===== config.mk =====
export PLATFORM = sky130hd
export DESIGN_NAME = rtcirq_ctl
export DESIGN_NICKNAME = d
export VERILOG_FILES = /design/src/rtl/rtcirq_pkg.sv /design/src/rtl/rtcirq_enable_reg.sv /design/src/rtl/rtcirq_flag_bank.sv /design/src/rtl/rtcirq_summary.sv /design/src/rtl/rtcirq_ctl.sv
export SDC_FILE = /design/constraint.sdc
export NUM_CORES = 1
export LEC_CHECK = 0
export BUFFER_PORTS_ARGS = -buffer_cell sky130_fd_sc_hd__buf_2
export CAP_MARGIN = 10
export CORE_AREA = 2 2 39 41
export DETAILED_ROUTE_END_ITERATION = 12
export DIE_AREA = 0 0 41 43
export PLACE_DENSITY = 0.83
export SYNTH_ARGS = -nofsm -noshare
export SYNTH_HDL_FRONTEND = slang
export SYNTH_SLANG_ARGS = --single-unit

===== constraint.sdc =====
create_clock -name clk -period 1.6 [get_ports clk]
set_clock_uncertainty 0.2 [all_clocks]
set_input_delay 0.16 -clock clk [delete_from_list [all_inputs] [get_ports clk]]
set_output_delay 0.16 -clock clk [all_outputs]
set_load 0.005 [all_outputs]

===== src/rtl/rtcirq_pkg.sv =====
package rtcirq_pkg;
    localparam int unsigned REG_W   = 8;
    localparam int unsigned NUM_SRC = 3;
    // source index i maps to bit SRC_LSB+i in both bytes
    localparam int unsigned SRC_LSB  = 4;
    localparam int unsigned SUM_BIT  = REG_W - 1;
    localparam int unsigned HALT_BIT = REG_W - 1;

    typedef enum logic {
        SEL_ENABLE = 1'b0,
        SEL_FLAGS  = 1'b1
    } reg_sel_e;

    typedef logic [NUM_SRC-1:0] src_vec_t;
    typedef logic [REG_W-1:0]   reg_t;
endpackage


===== src/rtl/rtcirq_enable_reg.sv =====
module rtcirq_enable_reg
    import rtcirq_pkg::*;
(
    input  logic clk,
    input  logic rst_n,
    input  logic wr_en,
    input  reg_t wdata,
    output reg_t en_q
);
    typedef struct packed {
        reg_t bits;
    } en_state_t;

    en_state_t st_d, st_q;

    always_comb begin
        st_d = st_q;
        if (wr_en) begin
            st_d.bits = wdata;
        end
    end

    always_ff @(posedge clk or negedge rst_n) begin
        if (!rst_n) begin
            st_q <= '0;
        end else begin
            st_q <= st_d;
        end
    end

    assign en_q = st_q.bits;
endmodule


===== src/rtl/rtcirq_flag_bank.sv =====
module rtcirq_flag_bank
    import rtcirq_pkg::*;
#(
    parameter int unsigned N = NUM_SRC
) (
    input  logic         clk,
    input  logic         rst_n,
    input  logic [N-1:0] ev,
    input  logic         clr,
    output logic [N-1:0] flag_q
);
    typedef struct packed {
        logic [N-1:0] flags;
    } fl_state_t;

    fl_state_t st_d, st_q;

    // a new pulse wins over the clear on the same edge
    for (genvar i = 0; i < N; i++) begin : g_src
        always_comb begin
            st_d.flags[i] = ev[i] | (st_q.flags[i] & ~clr);
        end
    end

    always_ff @(posedge clk or negedge rst_n) begin
        if (!rst_n) begin
            st_q <= '0;
        end else begin
            st_q <= st_d;
        end
    end

    assign flag_q = st_q.flags;
endmodule


===== src/rtl/rtcirq_summary.sv =====
module rtcirq_summary
    import rtcirq_pkg::*;
#(
    parameter int unsigned N = NUM_SRC
) (
    input  logic [N-1:0] flags,
    input  logic [N-1:0] enables,
    output logic         sum,
    output logic         irq_n
);
    logic [N-1:0] qual;

    always_comb begin
        qual  = flags & enables;
        sum   = |qual;
        irq_n = ~sum;
    end
endmodule


===== src/rtl/rtcirq_ctl.sv =====
module rtcirq_ctl
    import rtcirq_pkg::*;
(
    input  logic       clk,
    input  logic       rst_n,
    input  logic       ev_periodic,
    input  logic       ev_alarm,
    input  logic       ev_update,
    input  logic       acc_valid,
    input  logic       acc_write,
    input  logic       acc_sel,
    input  logic [7:0] acc_wdata,
    output logic [7:0] acc_rdata,
    output logic [7:0] ctl_bits,
    output logic       halt_upd,
    output logic       irq_n
);
    src_vec_t ev_vec;
    src_vec_t flag_q;
    src_vec_t en_src;
    reg_t     en_q;
    logic     sum;
    logic     en_wr;
    logic     fl_rd;

    always_comb begin
        ev_vec = {ev_periodic, ev_alarm, ev_update};
        en_wr  = acc_valid & acc_write & (reg_sel_e'(acc_sel) == SEL_ENABLE);
        fl_rd  = acc_valid & ~acc_write & (reg_sel_e'(acc_sel) == SEL_FLAGS);
        en_src = en_q[SRC_LSB +: NUM_SRC];
    end

    rtcirq_enable_reg u_en (
        .clk   (clk),
        .rst_n (rst_n),
        .wr_en (en_wr),
        .wdata (acc_wdata),
        .en_q  (en_q)
    );

    rtcirq_flag_bank #(.N(NUM_SRC)) u_flags (
        .clk    (clk),
        .rst_n  (rst_n),
        .ev     (ev_vec),
        .clr    (fl_rd),
        .flag_q (flag_q)
    );

    rtcirq_summary #(.N(NUM_SRC)) u_sum (
        .flags   (flag_q),
        .enables (en_src),
        .sum     (sum),
        .irq_n   (irq_n)
    );

    always_comb begin
        acc_rdata = '0;
        if (acc_valid && !acc_write) begin
            if (reg_sel_e'(acc_sel) == SEL_ENABLE) begin
                acc_rdata = en_q;
            end else begin
                acc_rdata[SUM_BIT]            = sum;
                acc_rdata[SRC_LSB +: NUM_SRC] = flag_q;
            end
        end
        ctl_bits = en_q;
        halt_upd = en_q[HALT_BIT];
    end
endmodule


==> results of run 1 <==
==> registers in the layout, summed over array words and instances, names as in the netlist <==
register,count
u_flags.flag_q,3
u_en.en_q,8
==> logic make-up after synthesis <==
family / after synthesis / synth area share
muxes: 11 / 0.224
AOI/OAI and AO/OA: 5 / 0.0748
DFF: 11 / 0.514
buffers and inverters: 2 / 0.0351
and+or+nand+nor: 12 / 0.152
==> layout by cell type (no fill, tap or decap) <==
cell           instances
buf_2                 33
dlygate4sd3_1         12
dfrtp_1               11
mux2_2                 8
nor2_1                 4
and2_1                 4
mux2i_1                3
a21o_1                 3
clkbuf_4               3
buf_4                  3
nand2b_1               1
nor3b_1                1
nand3b_1               1
a222oi_1               1
a211oi_1               1
nand3b_4               1
clkbuf_1               1
==> final cells by class <==
class | instances | area, sq um | area share
multi-input cells | 28 | 241 | 0.277
well taps | 16 | 20.0 | 0.0230
clock buffers | 4 | 26.3 | 0.0302
repair buffers | 48 | 308 | 0.353
flip-flops and latches | 11 | 275 | 0.316
==> metal layers <==
metal  vias up  share of wire  GRT usage
met3         0          0.055     0.0157
met1       219           0.42      0.163
met2        17           0.53      0.228
li1        246              -          -
met4         0              0     0.0800
met5         -              0          0
==> stage by stage <==
step	total power, mW	std cells	setup TNS (ps)
floorplan	0.441	41	0
global placement	0.523	88	0
detailed placement	0.529	88	0
CTS	0.738	105	-72.2
global route	0.781	107	-277
finish	0.732	107	-67.2
==> final timing paths <==
kind	end	slack, ps
worst min-delay path	u_en.en_q[3]	90
worst max register to register	u_flags.flag_q[0]	490
max in group asynchronous	u_en.en_q[0]	910
min in group clk	u_flags.flag_q[2]	140
worst max-delay path	acc_rdata[7]	-70
worst min register to register	u_flags.flag_q[2]	310
==> power by group through the flow <==
stage / clock (mW) / combinational [mW] / sequential (mW)
CTS: 0.190 / 0.194 / 0.353
detailed placement: 0 / 0.169 / 0.359
global placement: 0 / 0.167 / 0.356
floorplan: 0 / 0.0829 / 0.358
finish: 0.178 / 0.201 / 0.353
global route: 0.199 / 0.222 / 0.360
==> worst max-delay path: stages, from the launching register on <==
cell	delay, ps
dfrtp_1	400
a222oi_1	390
a211oi_1	110
buf_2	140
==> repair_timing <==
action	in CTS	in global routing
setup endpoints to repair	2	2
buffers inserted	1	2
hold endpoints to repair	22	0
pin swaps	0	2
resized for setup	0	0
hold buffers	12	0
==> results.sh, run 1 <==
export IMPL_power_per_cell_area_nw_per_um2=841
export IMPL_layout_nets=108
export IMPL_grt_use_total=0.139
export IMPL_dieHeight_um=43
export IMPL_setup_viol=1
export IMPL_die_w_um=41
export IMPL_synth_seq_cells=11
export IMPL_dr_pass1_iters=4
export IMPL_critical_path_class="register to primary output"
export IMPL_clock_root_buffer="clkbuf_4"
export IMPL_syn_area_per_cell_sq_um=13.1
export IMPL_drv_slew=0
export IMPL_drv_cap=0
export IMPL_routed_wl_um=1190
export IMPL_insertion_delay_ps=260
export IMPL_cts_tree="yes"
export IMPL_worst_slack_ps=-67.2
export IMPL_port_buffers=33
export IMPL_path_max_fanout=2
export IMPL_finalInstanceArea_sq_um=871
export IMPL_required_ps=1240
export IMPL_dieArea_sq_um=1760
export IMPL_worstSetupEndpointType="primary output"
export IMPL_seq_area_frac_synth=0.514
export IMPL_synth_top_flop_cell="dfrtp_1"
export IMPL_cp_startpoint="u_flags.flag_q[0]"
export IMPL_drt_iter0_markers=5
export IMPL_netlist_area_sq_um=536
export IMPL_antennaDiodeCount=0
export IMPL_route_detailed_drc=0
export IMPL_hp_class="input pin to async pin"
export IMPL_yosys_area_top_type="dfrtp_1"
export IMPL_clkSlewWorstSetupHoldPaths_ps=60
export IMPL_power_frac_clock=0.243
export IMPL_power_internal_mw=0.545
export IMPL_min_period_over_period=1.04
export IMPL_yosysUniqueCellTypes=14
export IMPL_synth_most_common_cell="dfrtp_1"
export IMPL_synthTopCellsByCount="dfrtp_1, mux2_2, and2_1, nor2_1"
export IMPL_fin_hold_ws_ps=88.0
export IMPL_drive_gt1_frac=0.527
export IMPL_status="complete, but fails checks"
export IMPL_dp_slack_ps=220
export IMPL_antenna_found_initial=0
export IMPL_area_growth_pct=62.6
export IMPL_gp_congestion=0.758
export IMPL_routed_via_count=482
export IMPL_clk_path_buf_depth=2
export IMPL_yosysWarnings=0
export IMPL_ios=34
export IMPL_cts_made_buffers=3
export IMPL_final_util=0.629
export IMPL_peakVddDrop_uv=478
export IMPL_worstMarginPinSlew_ps=370
export IMPL_grt_pass1_wl_um=1630
export IMPL_fillerInstances=107
export IMPL_routed_via_density=4.50
export IMPL_finalHoldViolations=0
export IMPL_core_area_sq_um=1380
export IMPL_initial_core_util=0.387
export IMPL_p_sw_mw=0.188
export IMPL_timing_rr_start="u_flags.flag_q[0]"
export IMPL_total_leakage_power_nw=0.449
export IMPL_startpoint_type="register"
export IMPL_syn_instance_count=41
export IMPL_fin_crit_ps=1670
export IMPL_rows=14
export IMPL_gr_total_overflow=0
export IMPL_fmax_mhz=600
export IMPL_synth_area_leaders="dfrtp_1, mux2_2, mux2i_1"
export IMPL_syn_nets=57
export IMPL_reg2reg_depth=3
export IMPL_clock_sinks=11
export IMPL_htree_num_levels=1
export IMPL_grt_max_degree=12
export IMPL_synthArstFlopShare=1.00
export IMPL_arrival_ps=1310
export IMPL_netlist_area_leader_share=0.514
export IMPL_routedWlPerCell_um=11.1
export IMPL_power_frac_seq=0.482
export IMPL_p_sw_frac=0.256
export IMPL_violations="negative setup slack"
export IMPL_pwr_share_comb=0.275
export IMPL_synth_edf_count=0
export IMPL_rsz0062_at_grt="true"
export IMPL_ant_nets=0
export IMPL_postPlaceCellArea_sq_um=702
export IMPL_maxSlewHeadroom=0.753
export IMPL_grt_pass1_vias=404
No activity file was read; power rests on OpenSTA's default activity.
==> run 2, diff against run 1 <==
==> constraint.sdc (replaced) <==
create_clock -name clk -period 1.6 [get_ports clk]
set_clock_uncertainty 0.2 [all_clocks]
set_input_delay 0.32 -clock clk [delete_from_list [all_inputs] [get_ports clk]]
set_output_delay 0.32 -clock clk [all_outputs]
set_load 0.005 [all_outputs]
==> results.sh, run 2 (synthesis results as in run 1) <==
export IMPL_crit_slowest_cell="dfrtp_1"
export IMPL_routedWlPerCell_um=11.7
export IMPL_gp_congestion=0.752
export IMPL_drt_iter0_markers=3
export IMPL_layout_nets=98
export IMPL_routed_via_count=478
export IMPL_clock_sinks=11
export IMPL_cts_made_buffers=3
export IMPL_dieHeight_um=43
export IMPL_core_area_sq_um=1380
export IMPL_dp_slack_ps=33.2
export IMPL_largest_reg_flops=8
export IMPL_port_buffers=33
export IMPL_antenna_found_initial=0
export IMPL_ios=34
export IMPL_drv_slew=0
export IMPL_postPlaceCellArea_sq_um=717
export IMPL_dieArea_sq_um=1760
export IMPL_htree_num_levels=1
export IMPL_grt_pass1_vias=430
export IMPL_worstMarginPinSlew_ps=318
export IMPL_rows=14
export IMPL_setup_tns_ps=-341
export IMPL_fin_hold_ws_ps=32.9
export IMPL_gr_total_overflow=0
export IMPL_startpoint_type="register"
export IMPL_routed_wl_um=1130
export IMPL_insertion_delay_ps=270
export IMPL_path_max_fanout=2
export IMPL_drv_cap=0
export IMPL_initial_core_util=0.387
export IMPL_cts_tree="yes"
export IMPL_cp_top_family="compound AO/OA/AOI/OAI gates"
export IMPL_fin_crit_ps=1820
export IMPL_critical_path_class="register to primary output"
export IMPL_final_util=0.561
export IMPL_worstSetupEndpointType="primary output"
export IMPL_max_stage_delay_ps=400
export IMPL_min_period_over_period=1.14
export IMPL_violations="negative setup slack"
export IMPL_crit_buf_inv=1
export IMPL_fillerInstances=142
export IMPL_clk_path_buf_depth=2
export IMPL_status="complete, but fails checks"
export IMPL_grt_max_degree=12
export IMPL_clock_root_buffer="clkbuf_4"
export IMPL_hp_class="input pin to register"
export IMPL_grt_pass1_wl_um=1740
export IMPL_required_ps=1080
export IMPL_final_cell_mix="buf_2, dfrtp_1, mux2_2, nor2_1, and2_1"
export IMPL_ant_nets=0
export IMPL_finalInstanceArea_sq_um=777
export IMPL_antennaDiodeCount=0
export IMPL_holdPathStages=2
export IMPL_cp_num_cells=3
export IMPL_final_common_cell="buf_2"
export IMPL_path_cells="a222oi_1 > a211oi_1 > buf_2"
export IMPL_total_leakage_power_nw=0.413
export IMPL_arrival_ps=1300
export IMPL_area_growth_pct=45.1
export IMPL_peakVddDrop_uv=473
export IMPL_setup_viol=3
export IMPL_dr_pass1_iters=4
export IMPL_finalHoldViolations=0
export IMPL_routed_via_density=4.93
export IMPL_drive_gt1_frac=0.617
export IMPL_fmax_mhz=550
export IMPL_clkSlewWorstSetupHoldPaths_ps=60
export IMPL_die_w_um=41
export IMPL_rsz0062_at_grt="true"
export IMPL_power_per_cell_area_nw_per_um2=938
export IMPL_route_detailed_drc=0
export IMPL_grt_use_total=0.148
export IMPL_reg2reg_depth=2
export IMPL_maxSlewHeadroom=0.788
export IMPL_worst_slack_ps=-219
-- run 2: path summary, 6_finish.rpt --
path	startpoint	end	slack, ps
worst max-delay path	u_en.en_q[5]	acc_rdata[7]	-220
min in group asynchronous	rst_n	u_flags.flag_q[0]	240
worst max register to register	u_en.en_q[4]	u_en.en_q[4]	500
worst min register to register	u_flags.flag_q[1]	u_flags.flag_q[1]	320
worst min-delay path	ev_alarm	u_flags.flag_q[1]	30
max in group asynchronous	rst_n	u_en.en_q[4]	760
-- run 2: through the flow --
stage                     cells  total power [mW]
after global routing         97             0.787
after detailed placement     90             0.535
final                        97             0.729
after floorplan              41             0.441
after global placement       90             0.526
after CTS                    97             0.738
-- run 2: metal layers --
layer | global-route usage | wire (um)
met5 | 0 | 0
met4 | 0.0600 | 17
met3 | 0.0314 | 71
met2 | 0.275 | 603
met1 | 0.143 | 441
-- run 2: report_power, final --
| group | internal (mW) | leakage, nW | switching, mW |
|---|---|---|---|
| clock | 0.0965 | 0.0150 | 0.0854 |
| combinational | 0.119 | 0.275 | 0.0764 |
| sequential | 0.321 | 0.123 | 0.0309 |
-- run 2: timing repair --
action                     in CTS  in global routing
hold endpoints to repair       11                  0
gates resized for setup         1                  1
pin swaps                       2                  0
buffers inserted                2                  0
hold buffers                    1                  0
setup endpoints to repair       2                  8
-- run 2: cell type report --
class / count / area (sq um) / share of cell area
flip-flops and latches: 11 / 275 / 0.354
clock buffers: 4 / 26.3 / 0.0338
well taps: 16 / 20.0 / 0.0258
repair buffers: 38 / 209 / 0.269
multi-input cells: 28 / 246 / 0.317
==> run 3, diff against run 2 <==
==> constraint.sdc (replaced) <==
create_clock -name clk -period 2.1 [get_ports clk]
set_clock_uncertainty 0.2 [all_clocks]
set_input_delay 0.42 -clock clk [delete_from_list [all_inputs] [get_ports clk]]
set_output_delay 0.42 -clock clk [all_outputs]
set_load 0.005 [all_outputs]
==> results.sh, run 3 (synthesis results as in run 1) <==
export IMPL_status="completed"
export IMPL_dr_wl_met2_um=595
export IMPL_r2r_end="u_en.en_q[5]"
export IMPL_grt_use_total=0.142
export IMPL_drv_slew=0
export IMPL_rows=14
export IMPL_wl_met3_um=76
export IMPL_cts_tree="yes"
export IMPL_gp_congestion=0.753
export IMPL_crit_slowest_cell="a222oi_1"
export IMPL_wl_met1_um=435
export IMPL_die_w_um=41
export IMPL_finalInstanceArea_sq_um=738
export IMPL_dr_pass1_iters=4
export IMPL_startpoint_type="register"
export IMPL_required_ps=1480
export IMPL_worstMarginPinSlew_ps=392
export IMPL_dieArea_sq_um=1760
export IMPL_postPlaceCellArea_sq_um=702
export IMPL_clock_sinks=11
export IMPL_port_buffers=33
export IMPL_fillerInstances=129
export IMPL_ios=34
export IMPL_initial_core_util=0.387
export IMPL_max_stage_delay_ps=430
export IMPL_power_per_cell_area_nw_per_um2=734
export IMPL_clk_path_buf_depth=2
export IMPL_peakVddDrop_uv=290
export IMPL_grt_max_degree=12
export IMPL_path_cells="a222oi_1 > a211oi_1 > buf_2"
export IMPL_drt_iter0_markers=8
export IMPL_whs_endpoint="u_flags.flag_q[0]"
export IMPL_dieHeight_um=43
export IMPL_layout_nets=94
export IMPL_antennaDiodeCount=0
export IMPL_routed_via_density=4.86
export IMPL_setup_viol=0
export IMPL_fin_crit_ps=2010
export IMPL_clock_root_buffer="clkbuf_4"
export IMPL_holdPathStages=2
export IMPL_fmax_mhz=496
export IMPL_post_cts_buffers=0
export IMPL_arrival_ps=1390
export IMPL_grt_pass1_vias=406
export IMPL_min_period_over_period=0.959
export IMPL_final_common_cell="buf_2"
export IMPL_rsz0062_at_grt="false"
export IMPL_gr_total_overflow=0
export IMPL_regArea_sq_um=275
export IMPL_finalHoldViolations=0
export IMPL_routed_wl_um=1130
export IMPL_routedWlPerCell_um=12.2
export IMPL_largest_reg_flops=8
export IMPL_drv_cap=0
export IMPL_worstSetupEndpointType="primary output"
export IMPL_setup_tns_ps=0
export IMPL_area_growth_pct=37.9
export IMPL_hp_class="input pin to register"
export IMPL_cp_top_family="compound AO/OA/AOI/OAI gates"
export IMPL_maxSlewHeadroom=0.738
export IMPL_timing_rr_start="u_en.en_q[5]"
export IMPL_grt_pass1_wl_um=1570
export IMPL_rrSetupSlack_ps=1100
export IMPL_multi_input_area_sq_um=241
export IMPL_total_leakage_power_nw=0.390
export IMPL_clkSlewWorstSetupHoldPaths_ps=70
export IMPL_ant_nets=0
export IMPL_route_detailed_drc=0
export IMPL_htree_num_levels=1
export IMPL_critical_path_class="register to primary output"
export IMPL_reg2reg_depth=1
export IMPL_cts_made_buffers=3
export IMPL_routed_via_count=452
export IMPL_insertion_delay_ps=260
export IMPL_path_max_fanout=3
export IMPL_core_area_sq_um=1380
export IMPL_holdCritStartpoint="ev_update"
export IMPL_antenna_found_initial=0
export IMPL_final_cell_mix="buf_2, dfrtp_1, mux2_2, nor2_1, and2_1"
export IMPL_top_layer="met4"
export IMPL_crit_buf_inv=1
export IMPL_drive_gt1_frac=0.584
-- run 3: layer usage --
metal  GRT usage  vias up
met4       0.140        0
met3      0.0314        2
met2       0.219       21
met1       0.143      210
met5           0        -
li1            -      219
-- run 3: worst max-delay path by stage --
stage | from | cells after the start | end | slack (ps)
3_3_place_gp | acc_sel | 4 | acc_rdata[0] | 290
4_1_cts | u_flags.flag_q[0] | 3 | acc_rdata[7] | 80
6_report | u_flags.flag_q[0] | 3 | acc_rdata[7] | 90
5_1_grt | u_flags.flag_q[0] | 3 | acc_rdata[7] | 60
3_5_place_dp | acc_sel | 4 | acc_rdata[3] | 210
2_1_floorplan | acc_sel | 3 | acc_rdata[0] | 510
-- run 3: power breakdown --
group	switching (mW)	leakage (nW)	internal, mW
logic	0.0521	0.252	0.0774
clock network	0.0678	0.0150	0.0735
registers	0.0265	0.123	0.244
total	0.146	0.390	0.395
-- run 3: final cells by class --
cell class                 instances  area share
sequential                        11       0.373
multi-input combinational         28       0.327
timing repair buffer              34       0.237
clock buffer                       4      0.0356
tap                               16      0.0271
-- run 3: timing repair --
| item | in CTS | in global routing |
|---|---|---|
| hold buffers | 1 | 0 |
| resized for setup | 0 | 0 |
| endpoints found under the hold margin | 11 | 0 |
-- run 3: metrics by stage --
stage	cells	worst slack, ps	hold slack (ps)	power [mW]	util
3_3_place_gp	88	294	91.3	0.400	0.507
6_report	93	85.1	130	0.541	0.533
3_5_place_dp	88	213	97.9	0.406	0.507
4_1_cts	93	76.1	121	0.551	0.533
5_1_grt	93	56.7	135	0.572	0.533
2_1_floorplan	41	512	-75.6	0.336	-
